$ cat src/rtl/bus_arb_pkg.sv
package bus_arb_pkg;
    typedef enum logic [1:0] {
        ST_PARK   = 2'd0,
        ST_GRANT  = 2'd1,
        ST_ACTIVE = 2'd2
    } arb_state_t;
endpackage

$ cat src/rtl/bus_arb_rr_pick.sv
// Round-robin selector: first set candidate after index `last`, wrapping.
module bus_arb_rr_pick #(
    parameter int N     = 4,
    parameter int IDX_W = (N > 1) ? $clog2(N) : 1
) (
    input  logic [N-1:0]     cand,
    input  logic [IDX_W-1:0] last,
    output logic [IDX_W-1:0] pick,
    output logic             found
);
    always_comb begin
        pick  = '0;
        found = 1'b0;
        for (int k = 1; k <= N; k++) begin
            if (!found && cand[(int'(last) + k) % N]) begin
                found = 1'b1;
                pick  = IDX_W'((int'(last) + k) % N);
            end
        end
    end
endmodule

$ cat src/rtl/bus_arb_timer.sv
// Counts cycles of a silent grant; flags the last one before the limit.
module bus_arb_timer #(
    parameter int LIMIT = 16,
    parameter int CW    = (LIMIT > 1) ? $clog2(LIMIT) : 1
) (
    input  logic clk,
    input  logic rst_n,
    input  logic clear,
    input  logic run,
    output logic expired
);
    logic [CW-1:0] cnt;

    assign expired = run && (cnt == CW'(LIMIT - 1));

    always_ff @(posedge clk) begin
        if (!rst_n || clear) begin
            cnt <= '0;
        end else if (run && !expired) begin
            cnt <= cnt + 1'b1;
        end
    end
endmodule

$ cat src/rtl/bus_arb_lockout.sv
// Per-master sticky status and lockout flags.
module bus_arb_lockout #(
    parameter int N = 4
) (
    input  logic         clk,
    input  logic         rst_n,
    input  logic [N-1:0] req_n,
    input  logic [N-1:0] fire,
    input  logic [N-1:0] clr,
    output logic [N-1:0] locked,
    output logic [N-1:0] status
);
    for (genvar i = 0; i < N; i++) begin : g_master
        always_ff @(posedge clk) begin
            if (!rst_n) begin
                status[i] <= 1'b0;
                locked[i] <= 1'b0;
            end else begin
                if (fire[i]) begin
                    status[i] <= 1'b1;
                end else if (clr[i]) begin
                    status[i] <= 1'b0;
                end
                if (fire[i]) begin
                    locked[i] <= 1'b1;
                end else if (req_n[i]) begin
                    locked[i] <= 1'b0;
                end
            end
        end
    end
endmodule

$ cat src/rtl/bus_arbiter_to.sv
module bus_arbiter_to
    import bus_arb_pkg::*;
#(
    parameter int N       = 4,
    parameter int TIMEOUT = 16
) (
    input  logic         clk,
    input  logic         rst_n,
    input  logic [N-1:0] req_n,
    input  logic         frame_n,
    input  logic         irdy_n,
    input  logic [N-1:0] irq_en,
    input  logic [N-1:0] status_clr,
    output logic [N-1:0] gnt_n,
    output logic [N-1:0] to_status,
    output logic         irq
);
    localparam int IDX_W = (N > 1) ? $clog2(N) : 1;

    arb_state_t       state, st_n;
    logic [IDX_W-1:0] owner, own_n;
    logic [IDX_W-1:0] last_owner, last_n;
    logic             gnt_on, on_n;
    logic [N-1:0]     locked, fire, eligible, elig_skip, owner_vec;
    logic [IDX_W-1:0] pick_a, pick_b;
    logic             any_a, any_b, expired, bus_idle, tmr_run, tmr_clear;

    assign bus_idle  = frame_n && irdy_n;
    assign eligible  = ~req_n & ~locked;
    assign owner_vec = N'(1) << owner;
    assign elig_skip = eligible & ~owner_vec;

    bus_arb_rr_pick #(.N(N), .IDX_W(IDX_W)) u_pick_all (
        .cand(eligible), .last(last_owner), .pick(pick_a), .found(any_a)
    );
    bus_arb_rr_pick #(.N(N), .IDX_W(IDX_W)) u_pick_skip (
        .cand(elig_skip), .last(last_owner), .pick(pick_b), .found(any_b)
    );

    assign tmr_run   = (state == ST_GRANT) && bus_idle && !req_n[owner];
    assign tmr_clear = (state != ST_GRANT) || (st_n != ST_GRANT) || (own_n != owner);

    bus_arb_timer #(.LIMIT(TIMEOUT)) u_timer (
        .clk(clk), .rst_n(rst_n), .clear(tmr_clear), .run(tmr_run), .expired(expired)
    );

    bus_arb_lockout #(.N(N)) u_lock (
        .clk(clk), .rst_n(rst_n), .req_n(req_n), .fire(fire),
        .clr(status_clr), .locked(locked), .status(to_status)
    );

    // Next-state and next-owner decisions
    always_comb begin
        st_n   = state;
        own_n  = owner;
        on_n   = gnt_on;
        last_n = last_owner;
        fire   = '0;
        unique case (state)
            ST_PARK: begin
                own_n = '0;
                on_n  = 1'b1;
                if (!frame_n) begin
                    st_n   = ST_ACTIVE;
                    last_n = '0;
                    on_n   = 1'b0;
                end else if (any_a) begin
                    st_n  = ST_GRANT;
                    own_n = pick_a;
                end
            end
            ST_GRANT: begin
                if (!frame_n) begin
                    st_n   = ST_ACTIVE;
                    last_n = owner;
                    on_n   = 1'b0;
                end else if (req_n[owner]) begin
                    st_n  = any_a ? ST_GRANT : ST_PARK;
                    own_n = any_a ? pick_a : '0;
                end else if (expired) begin
                    fire[owner] = 1'b1;
                    st_n  = any_b ? ST_GRANT : ST_PARK;
                    own_n = any_b ? pick_b : '0;
                end
            end
            ST_ACTIVE: begin
                if (bus_idle) begin
                    if (gnt_on) begin
                        st_n = ST_GRANT;
                    end else begin
                        st_n  = any_a ? ST_GRANT : ST_PARK;
                        own_n = any_a ? pick_a : '0;
                        on_n  = 1'b1;
                    end
                end else begin
                    own_n = any_a ? pick_a : owner;
                    on_n  = any_a;
                end
            end
            default: begin
                st_n  = ST_PARK;
                own_n = '0;
                on_n  = 1'b1;
            end
        endcase
    end

    // State register
    always_ff @(posedge clk) begin
        if (!rst_n) begin
            state      <= ST_PARK;
            owner      <= '0;
            gnt_on     <= 1'b1;
            last_owner <= IDX_W'(N - 1);
        end else begin
            state      <= st_n;
            owner      <= own_n;
            gnt_on     <= on_n;
            last_owner <= last_n;
        end
    end

    // Outputs
    always_comb begin
        gnt_n = '1;
        if (state == ST_PARK) begin
            gnt_n[0] = locked[0];
        end else if (gnt_on) begin
            gnt_n[owner] = 1'b0;
        end
        irq = |(to_status & irq_en);
    end
endmodule

$ cat config.mk
export PLATFORM = sky130hd
export DESIGN_NAME = bus_arbiter_to
export DESIGN_NICKNAME = d
export VERILOG_FILES = /design/src/rtl/bus_arb_pkg.sv /design/src/rtl/bus_arb_rr_pick.sv /design/src/rtl/bus_arb_timer.sv /design/src/rtl/bus_arb_lockout.sv /design/src/rtl/bus_arbiter_to.sv
export SDC_FILE = /design/constraint.sdc
export NUM_CORES = 1
export LEC_CHECK = 0
export BUFFER_PORTS_ARGS = -buffer_cell sky130_fd_sc_hd__buf_4
export CAP_MARGIN = 20
export CORE_MARGIN = 2
export CORE_UTILIZATION = 59
export DETAILED_ROUTE_END_ITERATION = 10
export PLACE_DENSITY = 0.81
export SLEW_MARGIN = 15
export SYNTH_ARGS = -nofsm -noshare
export SYNTH_HDL_FRONTEND = slang
export SYNTH_HIERARCHICAL = 1
export SYNTH_SLANG_ARGS = --single-unit
$ cat constraint.sdc
create_clock -name clk -period 5.4 [get_ports clk]
set_input_delay 1.35 -clock clk [delete_from_list [all_inputs] [get_ports clk]]
set_output_delay 1.35 -clock clk [all_outputs]
set_load 0.05 [all_outputs]
=== Word level (Yosys, flattened, before mapping) ===
Index checks and enable logic that the tools add are counted.

* $add $sub $neg: 5
* Magnitude comparators: 6
* Equality and inequality tests: 8
* Shifts and indexed selects: 1
* Multiplexer cells: 94
* Bitwise gates (word level): 11
* Reductions and logical operators: 40

{| class="wikitable"
|+ Operators by type and width
! kind !! number
|-
| 2-to-1 mux 2 bit || 25
|-
| 2-to-1 mux 1 bit || 49
|-
| 2-to-1 mux 4 bit || 5
|-
| binary-select mux 1 bit (select 2 bit) || 9
|-
| nonzero test 2 bit || 9
|-
| less-than comparator 3 x 4 -> 1 bit (second input constant) || 4
|-
| inverter 4 bit || 4
|-
| bitwise AND 4 bit || 3
|-
| logical AND 1 bit || 12
|-
| one-hot mux 2 bit (3 select lines) || 2
|-
| logical NOT 1 bit || 9
|-
| OR reduction 2 bit || 4
|-
| adder 2 x 1 -> 2 bit (second input constant) || 2
|-
| adder 2 bit (second input constant) || 2
|-
| adder 4 x 1 -> 4 bit (second input constant) || 1
|-
| bitwise AND 1 bit (first input constant) || 4
|-
| == test 4 bit (second input constant) || 1
|-
| inequality test 2 x 1 -> 1 bit (second input constant) || 2
|-
| inequality test 2 bit (second input constant) || 2
|-
| one-hot mux 2 bit (2 select lines) || 1
|-
| OR reduction 4 bit || 1
|-
| << shifter 1 x 2 -> 4 bit (first input constant) || 1
|-
| logical OR 1 bit || 3
|-
| less-than comparator 2 x 3 -> 1 bit (second input constant) || 1
|-
| other kinds (9) || 9
|}

* Bits in registers: 19
* Input port bits: 16
* Output and inout bits: 9
* Logic and storage cells: 178

=== Logic depth before layout (Yosys ltp) ===
Gate-level depths: netlist of the first run.

* Depth in word-level cells: 25
* Mapped depth: 14
* Gate-level depth less buffers: 13

=== Modules after synthesis ===
The synthesis of the first run kept the hierarchy.

{| class="wikitable"
|+ By module, submodules not included
! module !! instances !! cells an instance !! area each (um^2) !! sequential area each (um^2)
|-
| bus_arbiter_to || 1 || 103 || 699.4 || 140.1
|-
| bus_arb_lockout || 1 || 25 || 337.8 || 160.2
|-
| bus_arb_timer || 1 || 23 || 192.7 || 80.1
|-
| bus_arb_rr_pick || 2 || 14 || 91.3 || 0.0
|}

=== Worst setup path after synthesis of the first run ===
OpenSTA, ideal clock, no wires.

* Path kind: input -> register
* Start: input req_n[3]
* End: register u_timer.cnt[2]
* Library setup time: 78 ps
* Arrival time: 3766 ps
* Required time: 5322 ps
* Slack: 1557 ps
* Stages on the path: 11
* Path buffers: 0
* Cell sequence: mux4_2 -> nor2_2 -> and2_1 -> nand3_1 -> nor2_1 -> a211oi_1 -> a211o_1 -> a211o_1 -> a2bb2o_4 -> nand2b_1 -> nor3_1

* Elaborated cells between the ends (all ways): 87
* Classes of those cells: 2 x eq/ne; 62 x mux; 3 x bitwise; 20 x reduce/logical

{| class="wikitable"
|+ RTL lines
! element !! line !! source
|-
| start: declaration || bus_arbiter_to.sv:9 || <nowiki>input logic [N-1:0] req_n,</nowiki>
|-
| binary-select mux 1 bit (select 2 bit) (*) || bus_arbiter_to.sv:40 || <nowiki>assign tmr_run = (state == ST_GRANT) && bus_idle && !req_n[owner];</nowiki>
|-
| 2-to-1 mux 1 bit (not written as such) (*) || bus_arbiter_to.sv:40 ||
|-
| logical NOT 1 bit (*) || bus_arbiter_to.sv:40 ||
|-
| logical AND 1 bit (*) || bus_arbiter_to.sv:40 ||
|-
| net tmr_run || bus_arbiter_to.sv:26 || <nowiki>logic any_a, any_b, expired, bus_idle, tmr_run, tmr_clear;</nowiki>
|-
| logical AND 1 bit (*) || bus_arb_timer.sv:14 || <nowiki>assign expired = run && (cnt == CW'(LIMIT - 1));</nowiki>
|-
| net expired || bus_arbiter_to.sv:26 ||
|-
| 2-to-1 mux 2 bit || bus_arbiter_to.sv:80 || <nowiki>end else if (expired) begin</nowiki>
|-
| 2-to-1 mux 2 bit || bus_arbiter_to.sv:77 || <nowiki>end else if (req_n[owner]) begin</nowiki>
|-
| 2-to-1 mux 2 bit || bus_arbiter_to.sv:73 || <nowiki>if (!frame_n) begin</nowiki>
|-
| one-hot mux 2 bit (3 select lines) || bus_arbiter_to.sv:59 || <nowiki>unique case (state)</nowiki>
|-
| inequality test 2 x 1 -> 1 bit || bus_arbiter_to.sv:41 || <nowiki>assign tmr_clear = (state != ST_GRANT) || (st_n != ST_GRANT) || (own_n != owner);</nowiki>
|-
| logical OR 1 bit || bus_arbiter_to.sv:41 ||
|-
| logical OR 1 bit (*) || bus_arbiter_to.sv:41 ||
|-
| net tmr_clear || bus_arbiter_to.sv:26 ||
|-
| logical OR 1 bit (*) || bus_arb_timer.sv:17 || <nowiki>if (!rst_n || clear) begin</nowiki>
|-
| end signal: assignment || bus_arb_timer.sv:20 || <nowiki>cnt <= cnt + 1'b1;</nowiki>
|-
| end: declaration || bus_arb_timer.sv:12 || <nowiki>logic [CW-1:0] cnt;</nowiki>
|}

Mark *: on every way through the listed nets, which the timed path passes. The rest lies on a longest branch. The select of a mux whose other input is x is not followed.
A chain may end at the register's enable or synchronous reset.

=== Worst setup path after layout of the first run ===
Same ends and word-level chain as after synthesis.

==> metrics, run 1 <==
status finished, final reports clean; gr ovfl total 0; Clock Tree Root clkbuf_4; CTS Sinks 19; CP max FO 8; number of routed nets with antenna violations 0; nets@finish 218; CTS-repair resized insts 0; P_leak 0.0006002 uW; cts hold-fix bufs 0; most frequent cells after synthesis dfxtp_1 (19), nor2_1 (18), a21oi_1 (13), nand2_1 (13), nand2b_1 (11); DRT Pass-1 Iters 4; vias in the first global route 1,288; Slew @ Worst Pin 0.5510 ns; GPL Wtd Cong 0.8609; first-pass GRT wire length 5.644 mm; clock skew 0.01093 ns; Slew Viols, Final 0; post-CTS setup buffers 0; Fmax 0.2497 GHz; hold slack final 0.5345 ns; area delta synth->final 15.06%; total track usage 0.2709; Synth Flop Type dfxtp_1; syn_nets 196; DRT iter0 DRCs 69; final period utilization 0.7418; Synth area leaders dfxtp_1 (27%), nor2b_4 (7.8%), nand2b_1 (4.9%); core area 0.002233 mm2; vias 1,427; final total power 312.8 uW; Post-DP HPWL 2.556 mm; Max-slew headroom 0.6322; height of the chip 52.93 um; Pwr Density 192.5 mW/mm2; Crit Path Class in -> reg; DRT met1 WL 1.421 mm; worst vdd ir 120.2 uV; Synth Cell Area 0.001413 mm2; post-synthesis sequential area ratio 0.2693; share of layout cells above drive strength 1 0.2250; CTS buffer count 3; antenna violations before repair 0; Yosys cell types 43; min-delay worst type reg -> reg; PortBufs 24; ys async rst share 0; io pins 25; DR WL/cell 15.02 um; TNS Setup 0 ns; routed length on met2 1.662 mm; Cells after Synth 179; max-capacitance violation count 0; CP endpoint kind register; worst path required time 5.64 ns; number of synthesized register bits 19; Mean Syn Cell Area 7.892 um2; fin crit period 4.006 ns; Synth Warn # 6; RSZ-0062 raised after global routing false; Die Area 0.002802 mm2; routed vias/inst 6.259; post-synth top area cell dfxtp_1; Worst-path clk slew 0.12 ns; clock latency on the worst-skew pair 0.31 ns; Die X 52.93 um; top-area cell type share of the netlist area 0.2693; CTS max path bufs 2; Final Setup Violations 0; row count 17; DRC Markers 0; CP startpoint kind input pin; starting density of the core 0.6325; final hold vios 0; Critical Path AT 4.25 ns; max layer used met4; Ant. Diodes 0; CTS tree built; largest net degree at the start of global routing 17; most frequent cell after synthesis dfxtp_1; fill cell count 186; Post-synth EDFFs 0; drt total wl 3.424 mm; WL met3 279 um; number of H-tree levels 1
[report_power, final]
group          internal [uW]  switching (uW)  total [uW]  leakage [uW]
clock                   27.7            48.6        76.3     0.0000177
combinational           35.5            43.5        79.0      0.000428
sequential               144            13.3         157      0.000155
total                    207             105         313      0.000600
[registers in the layout, summed over array words and instances (netlist names)]
register	flops
u_lock/locked	4
gnt_on	1
u_timer/cnt	4
state	2
last_owner	2
owner	2
u_lock/status	4
[per-stage QoR]
step | area, um2 | setup slack, ns | cells | util
2_1_floorplan | 1413 | 1.557 | 179 | -
3_3_place_gp | 1598 | 1.272 | 224 | 0.7154
3_5_place_dp | 1598 | 1.117 | 224 | 0.7154
4_1_cts | 1625 | 1.397 | 228 | 0.7277
5_1_grt | 1625 | 1.148 | 228 | 0.7277
6_report | 1625 | 1.394 | 228 | 0.7277
[cells by family after synthesis]
logic type	Yosys count	synth area share
buffers and inverters	14	0.03986
DFF	19	0.2693
adders and majority gates	1	0.008856
AOI/OAI and AO/OA	53	0.2666
and+or+nand+nor	89	0.3853
muxes	3	0.03011
[placed cells by master (no fill, tap or decap), types with 2 or more instances in the layout]
cell type | netlist | final
buf_4 | 1 | 24
dfxtp_1 | 19 | 19
nor2_1 | 18 | 18
nand2_1 | 13 | 13
a21oi_1 | 13 | 13
nand2b_1 | 11 | 11
o21a_1 | 9 | 9
o21ai_0 | 9 | 9
nor2b_4 | 8 | 8
inv_1 | 7 | 7
nor3_1 | 7 | 7
nand3_1 | 7 | 7
nand3b_1 | 5 | 5
nor2b_1 | 4 | 4
nand4_1 | 3 | 3
a31oi_1 | 3 | 3
clkbuf_4 | 0 | 3
and3_1 | 2 | 2
a211oi_1 | 2 | 2
a211o_1 | 2 | 2
and2_1 | 2 | 2
a22oi_1 | 2 | 2
o31a_1 | 2 | 2
and2b_1 | 2 | 2
a21oi_2 | 2 | 2
mux2i_1 | 2 | 2
o221ai_2 | 2 | 2
[final timing paths]
path / cells after the start / slack (ns) / endpoint / startpoint
worst max-delay path: 12 / 1.39 / u_timer/cnt[2] / req_n[3]
worst min-delay path: 2 / 0.53 / u_timer/cnt[2] / u_timer/cnt[3]
worst max register to register: 11 / 1.76 / u_timer/cnt[2] / owner[0]
worst min register to register: 2 / 0.53 / u_timer/cnt[2] / u_timer/cnt[3]
[per-layer routing]
metal,track usage,vias up
met5,0,-
met4,0.1026,0
met3,0.03390,11
met2,0.4563,73
met1,0.3501,655
li1,-,688
[worst max-delay path, stage by stage]
cell	delay (ns)
buf_4	0.13
mux4_2	0.56
nor2_2	0.20
and2_1	0.23
nand3_1	0.12
nor2_1	0.34
a211oi_1	0.15
a211o_1	0.29
a211o_1	0.29
a2bb2o_4	0.21
nand2b_1	0.18
nor3_1	0.19
[final cells by class]
type | instances | area [um2] | share of cell area
multi-input combinational | 146 | 975.9 | 0.6005
sequential | 19 | 380.4 | 0.2340
timing repair buffer | 24 | 180.2 | 0.1109
tap | 28 | 35.03 | 0.02156
inverter | 7 | 26.28 | 0.01617
clock buffer | 3 | 22.52 | 0.01386
clock inverter | 1 | 5.005 | 0.003079
No activity file was read; power rests on OpenSTA's default activity.
==> run 2: changes to the inputs <==
--- a/config.mk
+++ b/config.mk
@@ -5,12 +5,13 @@
 export SDC_FILE = /design/constraint.sdc
 export NUM_CORES = 1
 export LEC_CHECK = 0
+export ABC_AREA = 1
 export BUFFER_PORTS_ARGS = -buffer_cell sky130_fd_sc_hd__buf_4
 export CAP_MARGIN = 20
 export CORE_MARGIN = 2
-export CORE_UTILIZATION = 59
+export CORE_UTILIZATION = 58
 export DETAILED_ROUTE_END_ITERATION = 10
-export PLACE_DENSITY = 0.81
+export PLACE_DENSITY = 0.77
 export SLEW_MARGIN = 15
 export SYNTH_ARGS = -nofsm -noshare
 export SYNTH_HDL_FRONTEND = slang
==> constraint.sdc (replaced) <==
create_clock -name clk -period 4 [get_ports clk]
set_input_delay 1 -clock clk [delete_from_list [all_inputs] [get_ports clk]]
set_output_delay 1 -clock clk [all_outputs]
set_load 0.05 [all_outputs]
==> run 2 against run 1 <==
  * Hold slack lost 0.066 ns
  * Largest power group is now combinational logic
  * Die area rose by 28%
  * Sequential share of layout area shrank 4.5 points
  * Non-clock buffer count grew 1
  * Via count increased by 38%
  * Combinational power grew to 3.3 times the previous value
  * Sequential power rose by 39%
  * Total power is 86% higher
  * Count of clock-buffer cells in the layout up 1
  * Synthesized cell count up 74%
  * Global-route usage shrank 0.99 points
  * Setup slack worse by 0.62 ns
==> metrics, run 2 <==
Post-DP HPWL 3.287 mm (+29%); core area 0.003003 mm2 (+34%); vias in the first global route 1,743 (+35%); ys async rst share 0 (unchanged); P_leak 0.001026 uW (+71%); io pins 25 (unchanged); most frequent cell after synthesis nand2_1; most frequent cells after synthesis nand2_1 (99), inv_1 (38), nand3_1 (30); Yosys cell types 28 (-35%); fin crit period 3.223 ns; status finished, final reports clean; area delta synth->final 11.56%; top-area cell type share of the netlist area 0.2105 (-0.05874); post-synth top area cell dfxtp_1; GPL Wtd Cong 0.9478 (+10%); mux cell area share after synthesis 0 (-0.03012); first-pass GRT wire length 7.265 mm (+29%); Synth area leaders dfxtp_1 (21%), nand2_1 (21%), nand3_1 (8.3%); global route hottest layer met2; Critical Path AT 3.48 ns (-0.77 ns); Die X 59.81 um (+13%); number of synthesized register bits 19 (unchanged); Clock Tree Root clkbuf_4; clock latency on the worst-skew pair 0.31 ns (about the same); Slew Viols, Final 0 (unchanged); CTS buffer count 3 (unchanged); biggest regs u_lock/locked x4, u_lock/status x4, u_timer/cnt x4; CP max FO 13 (+5); drt total wl 4.234 mm (+24%); Final Setup Violations 0 (unchanged); DRT Pass-1 Iters 4 (unchanged); Die Area 0.003577 mm2 (+28%); largest family of logic cells by synthesized area simple AND/OR/NAND/NOR gates; RSZ-0062 raised after global routing false; clock skew 0.003673 ns (-0.007257 ns); largest net degree at the start of global routing 16 (-1); CTS tree built; simple-gate share of the synthesized area 0.5464 (+0.1611); most frequent cells in the layout nand2_1 (99), inv_1 (38), nand3_1 (30); GRT met3 Usage 0.01515 (-0.01875); Max-slew headroom 0.6450 (+0.01285); post-CTS setup buffers 0 (unchanged); Cells after Synth 312 (+74%); final period utilization 0.8057; antenna violations before repair 0 (unchanged); max-capacitance violation count 0 (unchanged); Fmax 0.3103 GHz; Post-synth EDFFs 0 (unchanged); gr ovfl total 0 (unchanged); Synth Warn # 6 (unchanged); CTS-repair resized insts 0 (unchanged); row count 20 (+3); DRC Markers 0 (unchanged); DRT iter0 DRCs 179 (+160%); commonest non-fill, non-tap cell in the layout nand2_1; Ant. Diodes 0 (unchanged); CP endpoint kind register; met2 usage 0.4441 (-0.01215); post-synthesis sequential area ratio 0.2105 (-0.05874); Setup WS pre-CTS 0.5464 ns (-0.5702 ns); CTS max path bufs 2 (unchanged); number of routed nets with antenna violations 0 (unchanged); worst vdd ir 211.6 uV (+76%); cts hold-fix bufs 0 (unchanged); Crit Path Class reg -> reg; total track usage 0.2610 (-0.009851); hold slack final 0.4682 ns (-0.06629 ns); number of H-tree levels 1 (unchanged); nets@finish 354 (+62%); fin cells 369 (+62%); post-synthesis xor/xnor area fraction 0 (unchanged); Synth Area in Compound Gates 0.1191 (-0.1475); starting density of the core 0.6017 (-0.03083); height of the chip 59.81 um (+13%); worst path required time 4.26 ns (-1.38 ns); CP startpoint kind register; min-delay worst type reg -> reg; final hold vios 0 (unchanged); DR WL/cell 11.47 um (-24%); Synth Area in Adders 0.006925 (-0.001932); GRT met1 Usage 0.3369 (-0.01323); Synth Cell Area 0.001807 mm2 (+28%); Pwr Density 288.9 mW/mm2 (+50%); Synth Flop Type dfxtp_1; Worst-path clk slew 0.11 ns (about the same); Setup WS post-layout 0.7771 ns (-0.6173 ns); TNS Setup 0 ns (unchanged); CTS Sinks 19 (unchanged); Slew @ Worst Pin 0.5317 ns (-0.01925 ns); share of layout cells above drive strength 1 0.1905 (-0.03452); Inst Count DP 365 (+63%); vias 1,970 (+38%); routed vias/inst 5.339 (-15%); PortBufs 24 (unchanged); syn_nets 329 (+68%); Mean Syn Cell Area 5.791 um2 (-27%)
## run 2: cell types whose count changed in the layout (fill, tap and decap cells not counted), moves of 7 or more
cell,delta
a21oi_1,+8
inv_1,+31
nand2b_1,-11
nor2_1,+9
nand3_1,+23
nand2_4,+8
nand2_1,+86
nand2_2,+14
o21a_1,-7
nor2b_4,-8
## run 2: kinds of logic after synthesis
logic type / after synthesis
buffers and inverters: 49
adder cells (fa/ha/maj): 1
AO/OA/AOI/OAI: 40
flip-flops: 19
AND/OR/NAND/NOR: 203
## run 2: final timing paths
| check | from | end | slack, ns | cells after the start |
|---|---|---|---|---|
| setup / recovery | owner[0] | u_timer/cnt[2] | 0.78 | 22 |
| hold / removal | u_lock/locked[3] | u_lock/locked[3] | 0.47 | 2 |
| setup reg to reg | owner[0] | u_timer/cnt[2] | 0.78 | 22 |
| hold reg to reg | u_lock/locked[3] | u_lock/locked[3] | 0.47 | 2 |
## run 2: critical path: stages (launching register included)
cell and delay (ns):
dfxtp_1 0.64, inv_2 0.21, nand2_1 0.10, nand2_1 0.06, nand2_2 0.07, nand2_4 0.10
nor3_1 0.41, inv_1 0.08, nor2_1 0.29, nand2_1 0.11, inv_1 0.09, nand2_1 0.05
o21ai_0 0.07, nand2_1 0.08, nand3_1 0.06, nand2_1 0.09, nand2_1 0.08, nand2_1 0.04
nand2_1 0.07, nand2_1 0.05, nor2_1 0.21, o21ai_0 0.13, nor2_1 0.09
## run 2: stage by stage
step | area [um2] | total power (uW) | util
after floorplan | 1807 | 428.0 | -
after global routing | 2016 | 625.7 | 0.6713
final | 2016 | 582.3 | 0.6713
after detailed placement | 1989 | 479.9 | 0.6625
after global placement | 1989 | 480.4 | 0.6625
after CTS | 2016 | 583.8 | 0.6713
## run 2: metal layers
layer / vias to the layer above / wire, um / share of wire
li1: 1052 / - / -
met1: 863 / 1950 / 0.46
met2: 46 / 2035 / 0.48
met3: 9 / 155 / 0.037
met4: 0 / 92 / 0.022
met5: - / 0 / 0
## run 2: layout make-up
type / count / area, um2
Inverter: 44 / 165.2
Multi-Input combinational cell: 244 / 1215
Timing Repair Buffer: 25 / 187.7
Fill cell: 304 / 987.2
Clock buffer: 4 / 26.28
Tap cell: 33 / 41.29
Sequential cell: 19 / 380.4
## run 2: where the power goes
part           switching (uW)  internal [uW]  total [uW]
combinational             169           91.6         261
clock                    64.4           39.0         103
sequential               21.4            197         218
total                     255            327         582
==> run 3: changes to the inputs <==
==> constraint.sdc (replaced) <==
create_clock -name clk -period 3.03 [get_ports clk]
set_input_delay 0.7575 -clock clk [delete_from_list [all_inputs] [get_ports clk]]
set_output_delay 0.7575 -clock clk [all_outputs]
set_load 0.05 [all_outputs]
==> run 3 against run 2 <==
  * Cell count rose by 2.7%
  * Combinational power is 45% higher
  * Setup slack got worse by 0.31 ns
  * Sequential share of layout area is 0.79 points lower
  * Critical endpoint unchanged
==> metrics, run 3 (synthesis gave the netlist of run 2 again) <==
PortBufs 24 (unchanged); CP max FO 11 (-2); RSZ-0062 raised after global routing false; largest net degree at the start of global routing 23 (+7); post-CTS setup buffers 0 (unchanged); switch share 0.4334 (-0.004708); min-delay worst type reg -> reg; Slew @ Worst Pin 0.2976 ns (-0.2341 ns); biggest regs u_lock/locked x4, u_lock/status x4, u_timer/cnt x4; design area 0.002117 mm2 (+5.0%); gr ovfl total 0 (unchanged); antenna violations before repair 0 (unchanged); CTS-repair resized insts 0 (unchanged); Post-DP HPWL 3.413 mm (+3.8%); DRT Pass-1 Iters 5 (+1); most frequent cells in the layout nand2_1 (99), inv_1 (38), buf_4 (34); commonest non-fill, non-tap cell in the layout nand2_1; Fmax 0.3908 GHz (+26%); nets@finish 364 (+2.8%); Worst-path clk slew 0.12 ns (about the same); starting density of the core 0.6017 (unchanged); TNS Setup 0 ns (unchanged); CTS Sinks 19 (unchanged); logic gate share of total power 0.475 (+0.027); Ant. Diodes 0 (unchanged); Slew Viols, Final 0 (unchanged); Clock Tree Root clkbuf_4; GPL Wtd Cong 0.9381 (-1.0%); max-capacitance violation count 0 (unchanged); status finished, final reports clean; Die Area 0.003577 mm2 (unchanged); Crit Path Class reg -> reg; CP startpoint kind register; Pwr Density 375.8 mW/mm2 (+30%); hold depth 2 (unchanged); number of routed nets with antenna violations 0 (unchanged); final period utilization 0.8444 (+0.03873); height of the chip 59.81 um (unchanged); DRC Markers 0 (unchanged); area post-placement 0.002077 mm2 (+4.4%); CP endpoint kind register; row count 20 (unchanged); number of H-tree levels 1 (unchanged); clock share of power 0.171 (-0.007); final hold vios 0 (unchanged); CTS tree built; clock latency on the worst-skew pair 0.31 ns (about the same); Max-slew headroom 0.8001 (+0.1550); sw power 344.7 uW (+35%); drt total wl 4.285 mm (+1.2%); Final Setup Violations 0 (unchanged); CTS buffer count 3 (unchanged); core area 0.003003 mm2 (unchanged); routed vias/inst 5.430 (+1.7%); fin crit period 2.559 ns (-0.6642 ns); Pint 450.8 uW (+38%); area delta synth->final 17.17%; depth of the worst register-to-register path 24 (+9.1%); worst path required time 3.29 ns (-0.97 ns); Critical Path AT 2.82 ns (-0.66 ns); Die X 59.81 um (unchanged); DR WL/cell 11.31 um (-1.5%); DRT iter0 DRCs 174 (-2.8%); vias 2,058 (+4.5%); cts hold-fix bufs 0 (unchanged); P_leak 0.001085 uW (+5.7%); share of layout cells above drive strength 1 0.2312 (+0.04074); total track usage 0.2647 (+0.003688); Seq pwr share 0.354 (-0.020); vias in the first global route 1,845 (+5.9%); io pins 25 (unchanged); worst vdd ir 272.2 uV (+29%); clock skew 0.005952 ns (+0.002279 ns); CTS max path bufs 2 (unchanged); first-pass GRT wire length 7.493 mm (+3.1%)
run 3: cell count changes in the layout (fill, tap and decap cells not counted), sizes merged:
| cell | change |
|---|---|
| buf | +10 |
| clkbuf | -1 |
| clkinv | +1 |
run 3: worst max-delay path, cell delays in order, from the launching register on:
cell,delay [ns]
dfxtp_2,0.48
inv_1,0.08
nor2_1,0.16
nor3_2,0.07
nand2_1,0.08
nand2_1,0.10
nand2_1,0.13
nand2_4,0.08
nor2_8,0.13
nand4_1,0.09
nand2_1,0.09
inv_1,0.05
nand2_1,0.05
o21ai_0,0.07
nand3_1,0.09
nand2_1,0.06
inv_2,0.06
nand2_2,0.05
nand2_1,0.05
nand2_1,0.04
nor2_1,0.08
nand2_1,0.07
nor2_2,0.15
o21ai_0,0.10
nor2_1,0.08
run 3: stage by stage:
step | hold WS [ns] | worst slack [ns] | utilization | cells | power (uW)
after floorplan | 0.4388 | 0.3819 | - | 312 | 565.1
after global placement | 0.4538 | 0.1073 | 0.6917 | 375 | 656.9
after detailed placement | 0.4619 | 0.05138 | 0.6917 | 375 | 657.5
after CTS | 0.4772 | 0.3234 | 0.7008 | 379 | 790.8
after global routing | 0.5109 | 0.06752 | 0.7050 | 379 | 851.1
final | 0.4886 | 0.4713 | 0.7050 | 379 | 795.5
run 3: final timing paths:
| path | startpoint | to | slack, ns |
|---|---|---|---|
| setup / recovery | owner[1] | u_timer/cnt[2] | 0.47 |
| hold / removal | u_lock/status[1] | u_lock/status[1] | 0.49 |
| setup reg to reg | owner[1] | u_timer/cnt[2] | 0.47 |
| hold reg to reg | u_lock/status[1] | u_lock/status[1] | 0.49 |
run 3: layer usage:
metal / up-vias / share of wire / global-route usage
met5: - / 0 / 0
met4: 0 / 0.0033 / 0.08254
met3: 2 / 0.052 / 0.03247
met2: 64 / 0.49 / 0.4596
met1: 922 / 0.46 / 0.3386
li1: 1070 / - / -
run 3: final cells by class:
| cell class | count | area [um2] |
|---|---|---|
| Sequential cell | 19 | 382.9 |
| Clock buffer | 3 | 22.52 |
| Clock inverter | 1 | 5.005 |
| Inverter | 44 | 165.2 |
| Timing Repair Buffer | 35 | 275.3 |
| Multi-Input combinational cell | 244 | 1225 |
| Tap cell | 33 | 41.29 |
| Fill cell | 275 | 885.9 |
run 3: power groups by stage:
| stage | registers (uW) | clock network (uW) | logic [uW] |
|---|---|---|---|
| global route | 284 | 148 | 420 |
| global placement | 286 | 0 | 371 |
| floorplan | 276 | 0 | 289 |
| detailed placement | 286 | 0 | 372 |
| finish | 281 | 136 | 378 |
| CTS | 280 | 138 | 373 |
